[src/rtl/wdt_guard_pkg.sv]
package wdt_guard_pkg;

    localparam int DIV_W = 4;

    localparam logic [1:0] ADDR_KEY  = 2'd0;
    localparam logic [1:0] ADDR_CTL  = 2'd1;
    localparam logic [1:0] ADDR_FEED = 2'd2;
    localparam logic [1:0] ADDR_STAT = 2'd3;

    localparam logic [7:0] KEY_FIRST  = 8'h55;
    localparam logic [7:0] KEY_SECOND = 8'hAA;
    localparam logic [7:0] KEY_THIRD  = 8'h5A;
    localparam logic [7:0] FEED_KEY   = 8'h55;

    typedef enum logic [1:0] {
        LK_IDLE,
        LK_ONE,
        LK_TWO,
        LK_OPEN
    } lock_state_t;

    typedef struct packed {
        logic             act_irq;
        logic             en;
        logic [DIV_W-1:0] div;
    } ctl_t;

endpackage

[src/rtl/wdt_unlock.sv]
module wdt_unlock
    import wdt_guard_pkg::*;
(
    input  logic       clk,
    input  logic       rst_n,
    input  logic       key_wr,
    input  logic [7:0] key_data,
    input  logic       ctl_wr,
    output logic       open_win
);

    typedef struct packed {
        lock_state_t st;
    } lock_regs_t;

    lock_regs_t r_d, r_q;

    always_comb begin
        r_d = r_q;
        if (key_wr) begin
            case (r_q.st)
                LK_ONE:  r_d.st = (key_data == KEY_SECOND) ? LK_TWO  : LK_IDLE;
                LK_TWO:  r_d.st = (key_data == KEY_THIRD)  ? LK_OPEN : LK_IDLE;
                default: r_d.st = (key_data == KEY_FIRST)  ? LK_ONE  : LK_IDLE;
            endcase
        end else if (ctl_wr && r_q.st == LK_OPEN) begin
            r_d.st = LK_IDLE;
        end
    end

    always_ff @(posedge clk or negedge rst_n) begin
        if (!rst_n) r_q <= '{st: LK_IDLE};
        else        r_q <= r_d;
    end

    assign open_win = (r_q.st == LK_OPEN);

    // the window admits a single control write
    a_r5_single_window: assert property (@(posedge clk) disable iff (!rst_n)
        (ctl_wr && !key_wr && open_win) |=> !open_win);

endmodule

[src/rtl/wdt_prescale.sv]
module wdt_prescale #(
    parameter int PRESCALE = 4
) (
    input  logic clk,
    input  logic rst_n,
    input  logic run,
    input  logic clear,
    output logic tick
);

    localparam int PRE_W = (PRESCALE > 1) ? $clog2(PRESCALE) : 1;
    localparam logic [PRE_W-1:0] PRE_LAST = PRE_W'(PRESCALE - 1);

    typedef struct packed {
        logic [PRE_W-1:0] cnt;
    } pre_regs_t;

    pre_regs_t r_d, r_q;

    always_comb begin
        r_d = r_q;
        if (clear || !run)            r_d.cnt = '0;
        else if (r_q.cnt == PRE_LAST) r_d.cnt = '0;
        else                          r_d.cnt = r_q.cnt + 1'b1;
    end

    always_ff @(posedge clk or negedge rst_n) begin
        if (!rst_n) r_q <= '0;
        else        r_q <= r_d;
    end

    assign tick = run && !clear && (r_q.cnt == PRE_LAST);

endmodule

[src/rtl/wdt_counter.sv]
module wdt_counter
    import wdt_guard_pkg::*;
#(
    parameter int BASE_EXP = 10
) (
    input  logic             clk,
    input  logic             rst_n,
    input  logic             run,
    input  logic             clear,
    input  logic             tick,
    input  logic [DIV_W-1:0] div,
    output logic             expire
);

    localparam int CNT_W = BASE_EXP + (1 << DIV_W) - 1;

    typedef struct packed {
        logic [CNT_W-1:0] cnt;
        logic             exp;
    } cnt_regs_t;

    cnt_regs_t r_d, r_q;
    logic [CNT_W-1:0] term;

    // 2^(div+BASE_EXP)-1; the top divider wraps the shift to 0, giving all ones
    assign term = (CNT_W'(1) << (CNT_W'(div) + CNT_W'(BASE_EXP))) - CNT_W'(1);

    always_comb begin
        r_d = r_q;
        r_d.exp = 1'b0;
        if (clear || !run) begin
            r_d.cnt = '0;
        end else if (tick) begin
            if (r_q.cnt == term) begin
                r_d.cnt = '0;
                r_d.exp = 1'b1;
            end else begin
                r_d.cnt = r_q.cnt + 1'b1;
            end
        end
    end

    always_ff @(posedge clk or negedge rst_n) begin
        if (!rst_n) r_q <= '0;
        else        r_q <= r_d;
    end

    assign expire = r_q.exp;

    // a timeout is a single-cycle pulse
    a_r7_expire_pulse: assert property (@(posedge clk) disable iff (!rst_n)
        expire |=> !expire);

endmodule

[src/rtl/wdt_guard.sv]
module wdt_guard
    import wdt_guard_pkg::*;
#(
    parameter int PRESCALE = 4,
    parameter int BASE_EXP = 10
) (
    input  logic       clk,
    input  logic       rst_n,
    input  logic       wr_en,
    input  logic [1:0] addr,
    input  logic [7:0] wdata,
    output logic [7:0] rdata,
    input  logic       opt_force_off,
    input  logic       set_por,
    input  logic       set_lvr,
    input  logic       set_sw,
    input  logic       set_pd,
    output logic       rst_req,
    output logic       irq
);

    localparam ctl_t CTL_RESET = '{act_irq: 1'b0, en: 1'b0, div: DIV_W'(4)};

    typedef struct packed {
        ctl_t       ctl;
        logic [4:0] cause;
        logic       pend;
    } top_regs_t;

    top_regs_t r_d, r_q;

    logic key_wr, ctl_wr, stat_wr, feed_ok, ctl_ok;
    logic open_win, run, clear, tick, expire;

    assign key_wr  = wr_en && (addr == ADDR_KEY);
    assign ctl_wr  = wr_en && (addr == ADDR_CTL);
    assign stat_wr = wr_en && (addr == ADDR_STAT);
    assign feed_ok = wr_en && (addr == ADDR_FEED) && (wdata == FEED_KEY);
    assign ctl_ok  = ctl_wr && open_win;
    assign run     = r_q.ctl.en && !opt_force_off;
    assign clear   = ctl_ok || feed_ok;

    wdt_unlock u_unlock (
        .clk      (clk),
        .rst_n    (rst_n),
        .key_wr   (key_wr),
        .key_data (wdata),
        .ctl_wr   (ctl_wr),
        .open_win (open_win)
    );

    wdt_prescale #(.PRESCALE(PRESCALE)) u_pre (
        .clk   (clk),
        .rst_n (rst_n),
        .run   (run),
        .clear (clear),
        .tick  (tick)
    );

    wdt_counter #(.BASE_EXP(BASE_EXP)) u_cnt (
        .clk    (clk),
        .rst_n  (rst_n),
        .run    (run),
        .clear  (clear),
        .tick   (tick),
        .div    (r_q.ctl.div),
        .expire (expire)
    );

    assign rst_req = expire && !r_q.ctl.act_irq;
    assign irq     = r_q.pend;

    always_comb begin
        r_d = r_q;
        if (ctl_ok) begin
            r_d.ctl.act_irq = wdata[6];
            r_d.ctl.en      = wdata[5];
            r_d.ctl.div     = wdata[DIV_W-1:0];
        end
        if (stat_wr) begin
            r_d.cause = r_q.cause & ~wdata[4:0];
            if (wdata[7]) r_d.pend = 1'b0;
        end
        r_d.cause = r_d.cause | {set_pd, rst_req, set_sw, set_lvr, set_por};
        if (expire && r_q.ctl.act_irq) r_d.pend = 1'b1;
    end

    always_ff @(posedge clk or negedge rst_n) begin
        if (!rst_n) r_q <= '{ctl: CTL_RESET, cause: 5'd0, pend: 1'b0};
        else        r_q <= r_d;
    end

    always_comb begin
        case (addr)
            ADDR_CTL:  rdata = {1'b0, r_q.ctl.act_irq, r_q.ctl.en, 1'b0, r_q.ctl.div};
            ADDR_STAT: rdata = {r_q.pend, 2'b00, r_q.cause};
            default:   rdata = 8'h00;
        endcase
    end

    // a locked control write leaves the register alone
    a_r3_locked_ctl: assert property (@(posedge clk) disable iff (!rst_n)
        (ctl_wr && !open_win) |=> (r_q.ctl == $past(r_q.ctl)));

    // the option input suppresses reset requests
    a_r6_force_off: assert property (@(posedge clk) disable iff (!rst_n)
        opt_force_off |=> !rst_req);

    // every reset request leaves the watchdog cause flag set
    a_r9_flag_set: assert property (@(posedge clk) disable iff (!rst_n)
        rst_req |=> r_q.cause[3]);

    // pending only rises while interrupt mode is selected
    a_r10_pend_mode: assert property (@(posedge clk) disable iff (!rst_n)
        $rose(r_q.pend) |-> $past(r_q.ctl.act_irq));

endmodule

[config.mk]
export PLATFORM = sky130hd
export DESIGN_NAME = wdt_guard
export DESIGN_NICKNAME = d
export VERILOG_FILES = /design/src/rtl/wdt_guard_pkg.sv /design/src/rtl/wdt_unlock.sv /design/src/rtl/wdt_prescale.sv /design/src/rtl/wdt_counter.sv /design/src/rtl/wdt_guard.sv
export SDC_FILE = /design/constraint.sdc
export NUM_CORES = 1
export LEC_CHECK = 0
export ABC_AREA = 1
export BUFFER_PORTS_ARGS = -buffer_cell sky130_fd_sc_hd__buf_2
export CAP_MARGIN = 30
export CORE_MARGIN = 5
export CORE_UTILIZATION = 45
export DETAILED_ROUTE_END_ITERATION = 8
export GPL_TIMING_DRIVEN = 0
export MAX_ROUTING_LAYER = met4
export PLACE_DENSITY = 0.71
export SLEW_MARGIN = 15
export SYNTH_ARGS = -nofsm -noshare
export SYNTH_HDL_FRONTEND = slang
export SYNTH_SLANG_ARGS = --single-unit
[constraint.sdc]
create_clock -name clk -period 8 [get_ports clk]
set_clock_uncertainty 0.15 [all_clocks]
set_input_delay 0.8 -clock clk [delete_from_list [all_inputs] [get_ports clk]]
set_output_delay 0.8 -clock clk [all_outputs]
set_load 0.005 [all_outputs]
======== Word level (Yosys, flattened, before mapping) ========
Index checks and enable logic that the tools add are counted.
word-level totals
  bits in registers ....................... 42
  bits in latches ......................... 0
  memory bits (writable) .................. 0
  memory bits (read-only) ................. 0
  output and inout port bits .............. 10
  memories kept ........................... 0
cells by class
  add/sub/neg operators ................... 4
  multipliers ............................. 0
  divide/modulo/power cells ............... 0
  order comparisons ....................... 0
  eq/ne operators ......................... 11
  shift-type cells ........................ 1
  multiplexer cells ....................... 17
  bitwise gates (word level) .............. 3
  reduce and logical (&&, ||, !) cells .... 23
operators by type and width
  operator                                                                count
  25-bit two-way mux                                                      2
  26-bit two-way mux                                                      1
  25-bit by 1-bit adder with 25-bit output (second input constant)        1
  25-bit equality test                                                    1
  1-bit by 25-bit left shift with 25-bit output (first input constant)    1
  25-bit by 2-bit subtractor with 25-bit output (second input constant)   1
  8-bit by 7-bit equality test with 1-bit output (second input constant)  2
  8-bit one-hot mux with 2 select lines                                   1
  2-bit two-way mux                                                       6
  1-bit logical AND                                                       11
  2-bit equality test (second input constant)                             5
  8-bit equality test (second input constant)                             1
  2-bit nonzero test                                                      4
  6-bit two-way mux                                                       1
  4-bit by 4-bit adder with 5-bit output (second input constant)          1
  5-bit bitwise AND                                                       1
  1-bit two-way mux                                                       5
  5-bit NOT                                                               1
  5-bit bitwise OR                                                        1
  2-bit by 1-bit equality test with 1-bit output (second input constant)  2
  1-bit logical NOT                                                       4
  2-bit one-hot mux with 2 select lines                                   1
  2-bit by 1-bit adder with 2-bit output (second input constant)          1
  2-bit logical NOT                                                       1
  2 further kinds                                                         3

======== Longest topological paths before layout ========
Gate-level depths: netlist (run 1).
  depth after elaboration ................. 9
  mapped depth ............................ 21
  mapped depth without buffers ............ 19

======== Modules after synthesis ========
Synthesis (run 1) repeated with hierarchy kept, for this count alone.
unflattened totals
  cell total of the unflattened synthesis .. 600
  area total of the unflattened synthesis .. 3,639.7 µm²
modules (own cells, without submodules)
  module        instances  cells each  area an instance (µm²)  sequential area each (µm²)
  wdt_counter   1          443         2,570.0                 650.6
  wdt_guard     1          104         720.7                   301.5
  wdt_unlock    1          41          247.7                   50.0
  wdt_prescale  1          12          101.3                   50.0

======== Worst setup path after synthesis (run 1) ========
No wires, ideal clock.
  kind .................................... flip-flop to flip-flop
  start point ............................. register r_q[8] in the netlist's numbering
  end point ............................... register u_cnt.r_q[17] in the netlist's numbering
  data arrival time ....................... 2.734 ns
  setup slack ............................. 4.999 ns
  stages on the path, launching flop included .. 21
  clock period less this slack ............ 3.001 ns
  cells stage by stage .................... dfstp_2 > ha_1 > inv_2 > buf_6 > nand3_1 > inv_1 > nand2_1 > ha_1 > xor2_1 > nand2_1 > nor2_1 > nand3_1 > nor2_1 > nand2_1 > nor2_1 > nand3_1 > nor2_2 > nand3_4 > buf_6 > nand2_1 > nand2_1
on the way
  cells in the longest elaborated chain, start to end .. 7
ends and longest elaborated chain
  element                                        line               RTL
  from (decl)                                    wdt_guard.sv:30    top_regs_t r_d, r_q;
  from (signal assigned)                         wdt_guard.sv:89    if (!rst_n) r_q <= '{ctl: CTL_RESET, cause: 5'd0, pend: 1'b0};
  from (signal assigned)                         wdt_guard.sv:90    else r_q <= r_d;
  4-bit by 4-bit adder with 5-bit output         wdt_counter.sv:26  assign term = (CNT_W'(1) << (CNT_W'(div) + CNT_W'(BASE_EXP))) - CNT_W'(1);
  1-bit by 25-bit left shift with 25-bit output  wdt_counter.sv:26
  25-bit by 2-bit subtractor with 25-bit output  wdt_counter.sv:26
  25-bit equality test                           wdt_counter.sv:34  if (r_q.cnt == term) begin
  25-bit two-way mux                             wdt_counter.sv:34
  26-bit two-way mux                             wdt_counter.sv:33  end else if (tick) begin
  25-bit two-way mux                             wdt_counter.sv:31  if (clear || !run) begin
  to (signal assigned)                           wdt_counter.sv:45  else r_q <= r_d;
  to (decl)                                      wdt_counter.sv:22  cnt_regs_t r_d, r_q;
Every way passes these cells. The select of a mux whose other input is x is not followed.
A chain may end at the register's enable or synchronous reset.

======== Final worst setup path (run 1) ========
  start point ............................. register r_q[8] in the netlist's numbering
  end point ............................... register u_cnt.r_q[1] in the netlist's numbering
Same word-level chain as after synthesis.

==> results of run 1 <==
[logic make-up (layout without fill, tap and decap cells)]
family                   count (synthesis)  after routing  share of synthesized area
XOR/XNOR                                18             18                     0.0439
AO/OA/AOI/OAI                           43             43                     0.0672
AND/OR/NAND/NOR                        379            379                      0.468
flip-flops                              42             42                      0.293
adder cells (fa/ha/maj)                  7              7                     0.0244
buffers and inverters                   89            124                      0.103
[worst paths after layout]
check | start | endpoint | slack [ns] | cells past startpoint
hold reg to reg | u_pre.r_q[0] | u_pre.r_q[0] | 0.29 | 1
setup / recovery | r_q[8] | u_cnt.r_q[1] | 4.39 | 20
hold / removal | rst_n | u_unlock.r_q[1] | 0.29 | 1
setup reg to reg | r_q[8] | u_cnt.r_q[1] | 4.39 | 20
min in group clk | u_pre.r_q[0] | u_pre.r_q[0] | 0.29 | 1
max in group asynchronous | rst_n | u_cnt.r_q[25] | 6.94 | 2
[through the flow]
step	setup slack, ns	cells
6_report	4.39	715
5_1_grt	4.14	715
4_1_cts	4.42	714
3_5_place_dp	4.44	707
3_3_place_gp	4.43	707
2_1_floorplan	5.00	578
[critical path, stage by stage (launching register included)]
cell and delay, ns:
dfstp_2 0.62, ha_1 0.34, inv_2 0.16, buf_6 0.16, nand3_1 0.18, inv_1 0.13
nand2_1 0.06, ha_1 0.29, xor2_1 0.16, nand2_1 0.06, nor2_1 0.09, nand3_1 0.08
nor2_1 0.10, nand2_1 0.06, nor2_1 0.16, nand3_1 0.11, nor2_2 0.14, nand3_4 0.15
buf_6 0.18, nand2_1 0.06, nand2_1 0.05
[layout by cell type (no fill, tap or decap), drive strengths merged, types with 3 or more instances in the layout]
cell	Yosys	routed
o21bai	5	5
nor2	88	88
xor2	13	13
nand3	52	52
ha	7	7
dfrtp	41	41
buf	7	35
nand4	14	14
o21ai	22	22
o22ai	4	4
a21oi	9	9
nand3b	3	3
nor3	18	18
nor4	4	4
nand2	199	199
clkbuf	7	13
inv	75	75
xnor2	5	5
[sequential cells by signal (all words and copies together) (netlist names)]
register,flops
u_cnt.r_q,25
r_q,11
u_pre.r_q,2
u_unlock.r_q,2
irq,1
u_cnt.expire,1
[layer usage]
layer / vias to the layer above / share of wire
li1: 1891 / -
met1: 1745 / 0.49
met2: 88 / 0.44
met3: 12 / 0.046
met4: 0 / 0.018
met5: - / 0
[area by class of cell]
class	count	area (um^2)	share of cell area
multi-input cells	447	2170	0.544
flip-flops and latches	42	1050	0.264
inverters	75	284	0.0712
repair buffers	28	155	0.0389
well taps	102	128	0.0320
plain buffers	14	87.6	0.0220
clock buffers	6	82.6	0.0207
clock inverters	1	30.0	0.00753
[power by group through the flow]
stage                     clock network [uW]  logic, uW  registers [uW]
after CTS                                177       19.1             214
after floorplan                            0       5.95             218
after detailed placement                   0       19.1             218
after global placement                     0       18.5             218
final                                    175       19.9             214
after global routing                     184       22.7             214
==> results.toml, run 1 <==
[routing]
ant_nets = 0
wl_per_cell_um = 13.3
wl_um = 9490
num_vias = 3736
drtIter0Drc = 223
vias_per_cell = 5.23
drtPass1Iterations = 5
drcViolationCount = 0

[synthesis]
syn-cell-area_mm2 = 0.00359
synth.top_cell.area_share = 0.286
synthTopCellsByArea = "dfrtp_1, nand2_1, nor2_1, inv_1, nand3_1"
yosys_warnings = 0
yosys-top-cells-count = "nand2_1, nor2_1, inv_1"
synthFlopType = "dfrtp_1"
synth.largest_area_cell = "dfrtp_1"
synth_edf_count = 0
yosys.cell_count.top_type = "nand2_1"
ys_seq_elements = 42
ys_seq_area_frac = 0.293
ys_async_sr_fraction = 1.00
syn_nets = 603
netlist_instances = 578
avgSynthCellArea_um2 = 6.21
ys_types = 35

[layout]
area_delta_synth_final_pct = 11.0
layout-drive-gt1-share = 0.121
stdcell_area_mm2 = 0.00399
final_util = 0.513
diodes = 0
nFillCells = 844
num-nets-final = 638

[place]
portBuffers = 27
dpl.hpwl_um = 7590
placedInstanceArea_mm2 = 0.00385
routabilityCongestion = 0.942

[clocking]
post_cts_buffers = 0
insertion_delay_ns = 0.30
cts_tree = "yes"
path_clk_slew_ns = 0.08
clock_path_buffers = 2
ctsResizeCount = 0
hold_buffers = 0
numCtsBuffers = 5
cts_max_level = 2
cts_root_buf = "clkbuf_8"
clkSinkCount = 42

[sta]
fmax_mhz = 277
setup_viol = 0
final.period_utilization = 0.452
period_needed_ns = 3.61
worst_pin_slew_ns = 0.546
relSlewSlack = 0.636
slew_viol_final = 0
grt_setup_unrepaired = "no"
timing.hold.ws_ns = 0.287
setup_tns_ns = 0
hold_violations = 0

[flow_run]
maxCapViolations = 0

[power]
ir_worst_vdd_v = 0.0000839
clockPowerShare = 0.428
p_int_uw = 321
power.total_uw = 408
pwr-share-comb = 0.049
cellPowerDensity_mw_per_mm2 = 102
p_leak_uw = 0.00203
power_frac_seq = 0.524
p_switching_uw = 87.7
p_sw_frac = 0.215

[grt]
met2_usage = 0.302
top_usage_layer = "met2"
met3_usage = 0.0168
grt_start_max_net_pins = 43
use_met1 = 0.297
overflow = 0
antenna_found_initial = 0
grt_pass1_vias = 3394
grt_pass1_wl_um = 16100
track_usage = 0.205

[setup_path]
end_kind = "flop"
worstSetupStartpointType = "flop"
critical_path_arrival_ns = 3.65
cp.required_ns = 8.04
worstSetupPathType = "flop to flop"
cp_max_fo = 10

[die]
num_io_pins = 28
core_area_mm2 = 0.00777
dieWidth_um = 99.3
rows = 32
die_area_mm2 = 0.00987
die_y_um = 99.3
start_util = 0.462

[run_status]
status = "finished, final reports clean"

[hold_path]
holdCritPathClass = "input port to asynchronous set/reset pin"
Power figures use the tool's default switching activity.
==> run 2: changes to the inputs <==
==> constraint.sdc (replaced) <==
create_clock -name clk -period 3.6 [get_ports clk]
set_clock_uncertainty 0.15 [all_clocks]
set_input_delay 0.36 -clock clk [delete_from_list [all_inputs] [get_ports clk]]
set_output_delay 0.36 -clock clk [all_outputs]
set_load 0.005 [all_outputs]
==> run 2 against run 1 <==
Against the previous run: clock power rose by 120%; critical path type unchanged; via count fell by 0.19%; worst hold slack lost 0.17 ns; design area increased by 1.1%; total power increased by 120%; sequential share of layout area shrank 0.29 points; flip-flop and latch count stayed put; largest power group unchanged; die area unchanged.
==> results.toml, run 2 (same netlist as run 1, synthesis figures left out) <==
[run_status]
status = "finished, final reports clean"

[clocking]
cts_tree = "yes"
insertion_delay_ns = 0.30
path_clk_slew_ns = 0.08
clkSinkCount = 42
cts_max_level = 2
cts_root_buf = "clkbuf_8"
numCtsBuffers = 5
clock_path_buffers = 2

[layout]
top_register = "u_cnt.r_q"
num-nets-final = 641
largest_reg_flops = 25
layout_common_cells = "nand2_1, nor2_1, inv_1"
multi_input_area_mm2 = 0.00219
nFillCells = 840
final_common_cell = "nand2_1"
regArea_mm2 = 0.00105
layout-drive-gt1-share = 0.131
diodes = 0
area_delta_synth_final_pct = 12.3
final_util = 0.519
top_regs = "u_cnt.r_q (25), r_q (11)"

[sta]
worst_pin_slew_ns = 0.555
timing.hold.ws_ns = 0.113
hold_violations = 0
relSlewSlack = 0.630
final.period_utilization = 0.933
slew_viol_final = 0
grt_setup_unrepaired = "no"
fmax_mhz = 298
setup_tns_ns = 0
period_needed_ns = 3.36
setup_viol = 0

[setup_path]
crit_buf_inv = 4
cp_max_fo = 10
worstSetupPathType = "flop to flop"
critical_path_arrival_ns = 3.40
cp.required_ns = 3.64
critPathMaxStageDelay_ns = 0.56
path_common_cell = "nand2_1"
reg2reg_depth = 20
cp_top_family = "simple AND/OR/NAND/NOR gates"
crit_chain = "ha_2, inv_4, buf_6, nand3_2, inv_1, nand2_1, ha_1, xor2_1, nand2_1, nor2_1, nand3_1, nor2_1, nand2_1, nor2_2, nand3_1, nor2_2, nand3_4, buf_6, nand2_1, nand2_1"
worstSetupStartpointType = "flop"
cp.depth = 20
slowest_stage = "dfstp_2"
end_kind = "flop"

[grt]
overflow = 0
track_usage = 0.205
grt_start_max_net_pins = 43
antenna_found_initial = 0
grt_pass1_vias = 3394
grt_pass1_wl_um = 16100

[routing]
vias_per_cell = 5.19
ant_nets = 0
drtIter0Drc = 237
num_vias = 3729
wl_per_cell_um = 13.2
drtPass1Iterations = 5
drcViolationCount = 0
wl_um = 9470

[power]
p_int_uw = 713
p_leak_uw = 0.00204
cellPowerDensity_mw_per_mm2 = 225
p_switching_uw = 193
pwr-share-comb = 0.050
power_frac_seq = 0.525
clockPowerShare = 0.426
ir_worst_vdd_v = 0.000186
p_sw_frac = 0.213

[hold_path]
hold_depth = 2
holdCritPathClass = "input port to flop"

[die]
num_io_pins = 28
die_y_um = 99.3
rows = 32
core_area_mm2 = 0.00777
die_area_mm2 = 0.00987
start_util = 0.462
dieWidth_um = 99.3

[place]
dpl.hpwl_um = 7590
routabilityCongestion = 0.942
portBuffers = 27

[flow_run]
maxCapViolations = 0
## run 2: cell types whose count changed in the layout (fill, tap and decap cells not counted), sizes merged
cell and change:
dlygate4sd3 +1, buf +2
## run 2: metrics by stage
step                      worst slack, ns  cells  total power, uW  area, um^2
after global routing               0.0140    718              936        4030
final                               0.242    718              906        4030
after global placement             0.0289    707              526        3850
after CTS                          0.0189    714              912        3970
after floorplan                     0.599    578              498        3590
after detailed placement           0.0398    707              527        3850
## run 2: repair_timing
item | 4_1_cts | 5_1_grt
setup buffers | 0 | 2
endpoints found under the setup margin | 0 | 26
gates resized for setup | 0 | 6
hold buffers | 0 | 1
endpoints found under the hold margin | 0 | 17
## run 2: path summary, 6_finish.rpt
path / end / start / slack [ns]
worst max-delay path: u_cnt.r_q[1] / r_q[8] / 0.24
worst min-delay path: r_q[2] / set_lvr / 0.11
worst max register to register: u_cnt.r_q[1] / r_q[8] / 0.24
worst min register to register: u_pre.r_q[0] / u_pre.r_q[0] / 0.29
max in group asynchronous: u_cnt.r_q[25] / rst_n / 2.44
min in group asynchronous: u_unlock.r_q[1] / rst_n / 0.38
## run 2: layer usage
metal	track usage	vias up	wire length [um]
met5	-	-	0
met4	0.0693	0	174
met3	0.0168	12	380
met2	0.302	81	4200
met1	0.297	1739	4710
li1	-	1897	-
## run 2: layout make-up
cell class                 instances  area share
buffer                            14      0.0217
tap                              102      0.0316
multi-input combinational        447       0.542
timing repair buffer              31      0.0447
clock inverter                     1     0.00745
sequential                        42       0.261
clock buffer                       6      0.0205
inverter                          75      0.0711
## run 2: power by group through the flow
stage / clock, uW / combinational (uW) / sequential (uW)
after detailed placement: 0 / 42.3 / 485
after CTS: 394 / 42.4 / 475
after global routing: 409 / 51.3 / 476
final: 386 / 44.9 / 475
after global placement: 0 / 41.0 / 485
after floorplan: 0 / 13.2 / 485
